### config.mk
export PLATFORM = sky130hd
export DESIGN_NAME = mac_cmd_unit
export DESIGN_NICKNAME = d
export VERILOG_FILES = /design/src/rtl/mac_cmd_unit.sv
export SDC_FILE = /design/constraint.sdc
export NUM_CORES = 2
export LEC_CHECK = 0
export BUFFER_PORTS_ARGS = -buffer_cell sky130_fd_sc_hd__clkbuf_2
export CAP_MARGIN = 30
export CORE_MARGIN = 3
export CORE_UTILIZATION = 30
export DETAILED_ROUTE_END_ITERATION = 10
export PLACE_DENSITY = 0.56
export SLEW_MARGIN = 20
export SYNTH_ARGS = -nofsm -noshare
export SYNTH_HDL_FRONTEND = slang
export SYNTH_SLANG_ARGS = --single-unit
### constraint.sdc
create_clock -name clk -period 8.7 [get_ports clk]
set_input_delay 1.74 -clock clk [delete_from_list [all_inputs] [get_ports clk]]
set_output_delay 1.74 -clock clk [all_outputs]
set_load 0.05 [all_outputs]
### src/rtl/mac_cmd_unit.sv
module mac_cmd_unit #(
  parameter int OPW       = 24,
  parameter int ACCW      = 48,
  parameter int WORDW     = 32,
  parameter int LAT_CLR   = 4,
  parameter int LAT_MAC   = 8,
  parameter int LAT_LOAD  = 9,
  parameter int LAT_ST_N  = 7,
  parameter int LAT_ST_W  = 11
) (
  input  logic            clk,
  input  logic            rst_n,
  input  logic            cmd_valid,
  input  logic [2:0]      cmd_op,
  input  logic [OPW-1:0]  cmd_a,
  input  logic [OPW-1:0]  cmd_b,
  input  logic [ACCW-1:0] cmd_data,
  output logic            busy,
  output logic            done,
  output logic            err,
  output logic [ACCW-1:0] result
);
  localparam int PRODW = 2 * OPW;
  localparam int LOWW  = ACCW - WORDW;
  localparam int LMAX  = (LAT_ST_W > LAT_LOAD) ? LAT_ST_W : LAT_LOAD;
  localparam int CNTW  = $clog2(LMAX + 1);

  localparam logic [2:0] OP_CLR = 3'd0, OP_MAC = 3'd1, OP_LDN = 3'd2,
                         OP_LDW = 3'd3, OP_STN = 3'd4, OP_STW = 3'd5;

  function automatic logic [CNTW-1:0] lat_of(input logic [2:0] op);
    case (op)
      OP_CLR:         lat_of = CNTW'(LAT_CLR);
      OP_MAC:         lat_of = CNTW'(LAT_MAC);
      OP_LDN, OP_LDW: lat_of = CNTW'(LAT_LOAD);
      OP_STN:         lat_of = CNTW'(LAT_ST_N);
      OP_STW:         lat_of = CNTW'(LAT_ST_W);
      default:        lat_of = CNTW'(1);
    endcase
  endfunction

  logic [2:0]             op_q;
  logic signed [OPW-1:0]  a_q, b_q;
  logic [ACCW-1:0]        data_q, acc_q;
  logic [CNTW-1:0]        cnt_q;
  logic signed [PRODW-1:0] prod;
  logic signed [ACCW-1:0]  prod_ext;
  logic                   accept, legal;

  assign accept   = cmd_valid && !busy;
  assign legal    = cmd_op <= OP_STW;
  assign prod     = a_q * b_q;
  assign prod_ext = ACCW'(prod);

  always_ff @(posedge clk) begin
    if (!rst_n) begin
      busy   <= 1'b0;
      done   <= 1'b0;
      err    <= 1'b0;
      result <= '0;
      acc_q  <= '0;
      cnt_q  <= '0;
      op_q   <= OP_CLR;
      a_q    <= '0;
      b_q    <= '0;
      data_q <= '0;
    end else if (accept) begin
      op_q   <= cmd_op;
      a_q    <= cmd_a;
      b_q    <= cmd_b;
      data_q <= cmd_data;
      busy   <= 1'b1;
      err    <= !legal;
      cnt_q  <= lat_of(cmd_op) - CNTW'(1);
      done   <= !legal;
    end else if (busy) begin
      if (done) begin
        busy <= 1'b0;
        done <= 1'b0;
      end else begin
        cnt_q <= cnt_q - CNTW'(1);
        if (cnt_q == CNTW'(1)) begin
          done <= 1'b1;
          case (op_q)
            OP_CLR:  acc_q  <= '0;
            OP_MAC:  acc_q  <= acc_q + prod_ext;
            OP_LDN:  acc_q  <= {data_q[WORDW-1:0], {LOWW{1'b0}}};
            OP_LDW:  acc_q  <= data_q;
            OP_STN:  result <= {{LOWW{1'b0}}, acc_q[ACCW-1 -: WORDW]};
            OP_STW:  result <= acc_q;
            default: ;
          endcase
        end
      end
    end
  end
endmodule


### Yosys cells after proc, flatten, opt, wreduce, memory -nomap -nowiden

Cells that the tools add are included.

| storage, ports and cells | value |
|---|---|
| bits in registers | 202 |
| bits in latches | 0 |
| RAM bits | 0 |
| memory bits (read-only) | 0 |
| input bits | 102 |
| output and inout port bits | 51 |
| logic and storage cells | 56 |
| memories kept | 0 |

| operators by class | value |
|---|---|
| add/subtract/negate cells | 3 |
| multipliers | 1 |
| divide/modulo/power cells | 0 |
| order comparisons | 1 |
| equality and inequality tests | 12 |
| shifts and indexed selects | 0 |
| multiplexer cells | 15 |
| bitwise gates (word level) | 2 |
| reductions and logical operators | 12 |

Operator list:

| kind | count |
|---|---|
| case mux 48 bit (4 select lines) | 1 |
| case mux 48 bit (2 select lines) | 1 |
| adder 48 bit | 1 |
| multiplier 24 x 24 -> 48 bit | 1 |
| 2-to-1 mux 4 bit | 5 |
| case mux 4 bit (5 select lines) | 1 |
| == test 3 x 2 -> 1 bit, second input constant | 4 |
| == test 3 bit, second input constant | 4 |
| AND reduction 5 bit | 2 |
| subtractor 4 x 1 -> 4 bit, second input constant | 2 |
| 2-to-1 mux 1 bit | 7 |
| == test 3 x 1 -> 1 bit, second input constant | 2 |
| zero test 3 bit | 2 |
| == test 4 x 1 -> 1 bit, second input constant | 1 |
| nonzero test 2 bit | 2 |
| nonzero test 4 bit | 1 |
| less-or-equal comparator 3 bit, second input constant | 1 |
| zero test 1 bit | 2 |
| != test 2 x 1 -> 1 bit, second input constant | 1 |
| NOT 1 bit | 2 |
| AND reduction 2 bit | 1 |
| OR reduction 2 bit | 1 |
| logical AND 1 bit | 1 |

### Longest topological paths before layout

| logic depth | value |
|---|---|
| word-level depth | 7 |
| gate-level depth with buffers | 28 |
| mapped depth without buffers | 25 |

### Worst setup path after synthesis

OpenSTA, ideal clock, no wires.

| path | value |
|---|---|
| path type | flip-flop to flip-flop |
| start | reg a_q[23] |
| end | reg acc_q[45] |
| setup time | 114 ps |
| arrival | 6690 ps |
| required time | 8586 ps |
| path slack | 1896 ps |
| stages on the path, launching flop included | 22 |
| path buffers | 2 |
| period minus slack after synthesis | 6804 ps |
| cells stage by stage | dfxtp_1 clkbuf_1 nand2_1 inv_1 fa_1 fa_1 fa_1 fa_1 fa_1 fa_1 inv_1 fa_1 inv_1 ha_1 clkbuf_1 nand4_1 or3_1 a21oi_1 o21ai_1 a311o_1 mux2i_1 a21o_1 |

| between the ends | value |
|---|---|
| word-level cells in the longest chain between the ends | 3 |

Ends and longest elaborated chain:

| what | RTL line | source |
|---|---|---|
| from (decl) | 43 | `logic signed [OPW-1:0] a_q, b_q;` |
| from (signal assigned) | 69 | `a_q <= cmd_a;` |
| multiplier 24 x 24 -> 48 bit | 52 | `assign prod = a_q * b_q;` |
| adder 48 bit | 86 | `OP_MAC: acc_q <= acc_q + prod_ext;` |
| case mux 48 bit (4 select lines) | 84 | `case (op_q)` |
| to (signal assigned) | 86 |  |
| to (signal assigned) | 87 | `OP_LDN: acc_q <= {data_q[WORDW-1:0], {LOWW{1'b0}}};` |
| to (signal assigned) | 88 | `OP_LDW: acc_q <= data_q;` |
| to (decl) | 44 | `logic [ACCW-1:0] data_q, acc_q;` |

No other way between the ends.
A chain may end at the register's enable or synchronous reset.

### Worst setup path in the final report

| path | value |
|---|---|
| start | reg b_q[0] |
| end | reg acc_q[45] |

| between the ends | value |
|---|---|
| word-level cells in the longest chain between the ends | 3 |

Ends and longest elaborated chain:

| what | RTL line | source |
|---|---|---|
| from (decl) | 43 |  |
| from (signal assigned) | 70 | `b_q <= cmd_b;` |
| multiplier 24 x 24 -> 48 bit | 52 |  |
| adder 48 bit | 86 |  |
| case mux 48 bit (4 select lines) | 84 |  |

No other way between the ends.

==> results.md <==
- Critical Path Fanout Max: 25
- Share of flip-flops with an asynchronous set or reset: 0
- Skew final: around 0.043 ns
- Largest delay contributor family on the critical path: adder cells
- Die boundary height: 329 µm
- Master cell of the clock root buffer: sky130_fd_sc_hd__clkbuf_16
- Number of antenna repair diodes: 0
- Via count: about 23k
- Number of library cell types mapped by synthesis: 71
- Total power: 0.00353 W
- Largest family of logic cells by synthesized area: adder cells
- Placed insts: 4903
- First DRT Iteration DRCs: 1624
- Worst-case clock buffer depth: 3
- Synth area leader: sky130_fd_sc_hd__fa_1
- Placer Congestion: between 0.8 and 0.9
- Fraction of the mapped netlist area in compound gates: 0.0985
- Via count of the first global-routing pass: 24.6k
- Worst-case setup slack after placement: 0.953 ns
- Final worst hold slack: 0.467 ns
- Count of H-tree levels built during CTS: 1
- Synthesized netlist cell count: 3524
- CP dominant cell by count: sky130_fd_sc_hd__fa_1
- Synth top area share: 0.417
- Rel. slew slack: 0.336
- Overall fraction of global-route tracks in use: 0.170
- Post-synth EDFFs: 0
- Fin worst setup slack: 0.944 ns
- Nets@finish: 4480
- Most common flop cell mapped by yosys: sky130_fd_sc_hd__dfxtp_1
- Maximum VDD drop: ~0.13 mV
- Crit-path max cell delay: 1.01 ns
- Data required time of the worst path: a little over 9 ns
- Worst min path class: flip-flop to flip-flop
- Clock transition time at the flip-flop clock pins of the worst setup and hold paths: 0.07 ns
- Number of buffers created by CTS: 24
- Slew at the pin closest to its max-slew limit: ~1.0 ns
- Met1 Routed Length: ~43 mm
- DRC violations left: 0
- Avg Synthesized Cell Area: 8.87 µm²
- Slowest library cell on the worst path: sky130_fd_sc_hd__fa_1
- Met3 Routed Length: roughly 6.3 mm
- Run status: finished, final reports clean
- Core region area: just over 100000 µm²
- Routed wl met2: 39.0 mm
- Fraction of layout instances using a drive strength above 1: 0.0793
- Post-Layout Cell Count: about 5k
- Die extent in x: 329 µm
- Number of synthesized register bits: 202
- Time the worst path needs with I/O delays and setup: 7.76 ns
- Number of top-level pins: 153
- Fraction of the mapped netlist area in adder cells: 0.482
- Setup TNS Final: 0 ns
- Number of hold violations in the final report: 0
- Antenna violations before repair: 2
- Hold bufs inserted after CTS: 0
- Static power due to leakage: 17.1 nW
- Area of the die: 108000 µm²
- Post-DR vias/cell: 4.72
- Global-route wire length before repair: 145 mm
- Ranking of synthesized cells by area: sky130_fd_sc_hd__fa_1, sky130_fd_sc_hd__dfxtp_1, sky130_fd_sc_hd__inv_1
- Initial core utilization: 0.305
- Clock latency of the later-clocked register in the worst-skew pair: 0.61 ns
- Topmost layer with routed signal wires: met4
- Length of the first detailed-routing pass in iterations: 8
- Post-route antenna net violation count: 0
- Cells along the critical path: nand2_1 > inv_1 > fa_1 > fa_1 > fa_1 > fa_1 > fa_1 > fa_1 > inv_1 > fa_1 > inv_1 > ha_1 > nand4_1 > or3_1 > a21oi_1 > o21ai_1 > a311o_1 > mux2i_1 > a21o_1
- Fmax achieved: between 0.1 and 0.15 GHz
- Count leader, synth: sky130_fd_sc_hd__inv_1
- Type of the worst setup path: flip-flop to flip-flop
- HPWL after DPL: 74.3 mm
- Kind of end point of the critical path: flip-flop
- Wirelength, routed: 89.5 mm
- Ranking of synthesized cells by instance count: sky130_fd_sc_hd__inv_1, sky130_fd_sc_hd__nand2_1, sky130_fd_sc_hd__fa_1
- TritonCTS clock tree: done
- Number of warnings printed during yosys synthesis: 0
- Fraction of the mapped netlist area in simple logic gates: 0.164
- Share of synthesized area spent on multiplexers: 0.00328
- Count of final setup violators: 0
- P&R area growth vs syn: 9.97%
- Syn nets: about 4.4k
- Detailed-route wire length per cell: 18.1 µm
- Residual overflow from global routing: 0
- Combined area of all synthesized cells: ~31000 µm²
- RSZ-0062 raised after global routing: no
- Startpoint kind of the worst setup timing path: flip-flop
- Buffers and inverters on the worst path: 3
- Max-Cap Viols: 0
- Post-CTS setup buffers: 0
- Power density cells: approximately 100 nW/µm²
- WP data arrival: between 8 and 9 ns
- Num Clock Sinks: 202
- Largest net degree at the start of global routing: 141
- Standard-cell row count: 117
- Post-synthesis share of cell area spent on xor and xnor gates: 0.0143
- Resize count post-CTS: 0
- Part of the cycle the worst path needs: 0.891
- Sequential cell area fraction in the yosys report: 0.129
- Max-slew violation total from the final report: 0
- Input/output buffers: 152
## logic make-up after synthesis
logic type / Yosys count
muxes: 10
adders and majority gates: 813
DFF: 202
and+or+nand+nor: 1115
AOI/OAI and AO/OA: 430
buffers and inverters: 903
xor gates and xnor gates: 51
## worst min-delay path, stage by stage, from the launching register on
cell and delay (ns):
sky130_fd_sc_hd__dfxtp_1 0.31, sky130_fd_sc_hd__nand2_1 0.05, sky130_fd_sc_hd__a21boi_0 0.06
## power breakdown
part	leakage (nW)	switching, W	internal [W]
logic	15.1	0.000888	0.000534
clock network	0.396	0.000462	0.000603
registers	1.64	0.0000901	0.000958
total	17.1	0.00144	0.00209
## cell type report
type                            instances  area, µm²
Timing Repair Buffer                  220       1350
Clock buffer                           31        667
Clock inverter                         11        136
Tap cell                             1368       1710
Sequential cell                       202       4040
Inverter                              698       2620
Multi-Input combinational cell       2419      23900
Fill cell                           10700      68200
## through the flow
stage / cell area (µm²) / util
2_1_floorplan: 31300 / -
3_3_place_gp: 33400 / 0.326
3_5_place_dp: 33500 / 0.327
4_1_cts: 34300 / 0.335
5_1_grt: 34400 / 0.335
6_report: 34400 / 0.335
## placed cells by master, fill, tap and decap left out, types with 5 or more instances in the layout
master / synthesis / layout
sky130_fd_sc_hd__buf_8: 0 / 7
sky130_fd_sc_hd__a22oi_1: 47 / 47
sky130_fd_sc_hd__nand3_1: 78 / 78
sky130_fd_sc_hd__clkinv_2: 0 / 6
sky130_fd_sc_hd__o21a_1: 12 / 12
sky130_fd_sc_hd__a211oi_1: 8 / 8
sky130_fd_sc_hd__ha_1: 162 / 162
sky130_fd_sc_hd__nor2_1: 45 / 44
sky130_fd_sc_hd__clkbuf_2: 0 / 151
sky130_fd_sc_hd__nor2b_1: 31 / 28
sky130_fd_sc_hd__o21bai_1: 9 / 9
sky130_fd_sc_hd__a21oi_1: 60 / 60
sky130_fd_sc_hd__mux2i_1: 8 / 8
sky130_fd_sc_hd__xnor2_1: 35 / 35
sky130_fd_sc_hd__nand4_1: 10 / 10
sky130_fd_sc_hd__o211ai_1: 5 / 5
sky130_fd_sc_hd__xor2_1: 16 / 16
sky130_fd_sc_hd__a22o_1: 5 / 5
sky130_fd_sc_hd__and2_1: 233 / 234
sky130_fd_sc_hd__a31oi_1: 9 / 9
sky130_fd_sc_hd__inv_1: 697 / 697
sky130_fd_sc_hd__nand2_1: 663 / 663
sky130_fd_sc_hd__clkbuf_16: 0 / 24
sky130_fd_sc_hd__fa_1: 651 / 651
sky130_fd_sc_hd__o211a_1: 35 / 35
sky130_fd_sc_hd__a21boi_0: 103 / 103
sky130_fd_sc_hd__o21ai_0: 61 / 61
sky130_fd_sc_hd__and3_1: 8 / 8
sky130_fd_sc_hd__a21o_1: 25 / 25
sky130_fd_sc_hd__or3_1: 7 / 7
sky130_fd_sc_hd__nand2b_1: 15 / 14
sky130_fd_sc_hd__o31ai_1: 5 / 5
sky130_fd_sc_hd__nor3_1: 6 / 6
sky130_fd_sc_hd__buf_4: 1 / 59
sky130_fd_sc_hd__dfxtp_1: 202 / 202
sky130_fd_sc_hd__a222oi_1: 10 / 10
## registers in the layout, summed over array words and instances, names as in the netlist
| register | count |
|---|---|
| a_q | 24 |
| acc_q | 48 |
| b_q | 24 |
| busy | 1 |
| cnt_q | 4 |
| data_q | 48 |
| done | 1 |
| err | 1 |
| op_q | 3 |
| result | 48 |
## routing by layer
layer / up-vias / track usage
met5: - / 0
met4: 0 / 0.0277
met2: 648 / 0.260
met3: 70 / 0.0300
met1: 11900 / 0.254
li1: 10800 / -
## worst paths after layout
| kind | startpoint | end | slack [ns] | cells after the start |
|---|---|---|---|---|
| hold / removal | data_q[34] | data_q[34] | 0.47 | 2 |
| hold reg to reg | data_q[34] | data_q[34] | 0.47 | 2 |
| setup / recovery | b_q[0] | acc_q[45] | 0.94 | 19 |
| setup reg to reg | b_q[0] | acc_q[45] | 0.94 | 19 |
No activity file was read; power rests on OpenSTA's default activity.
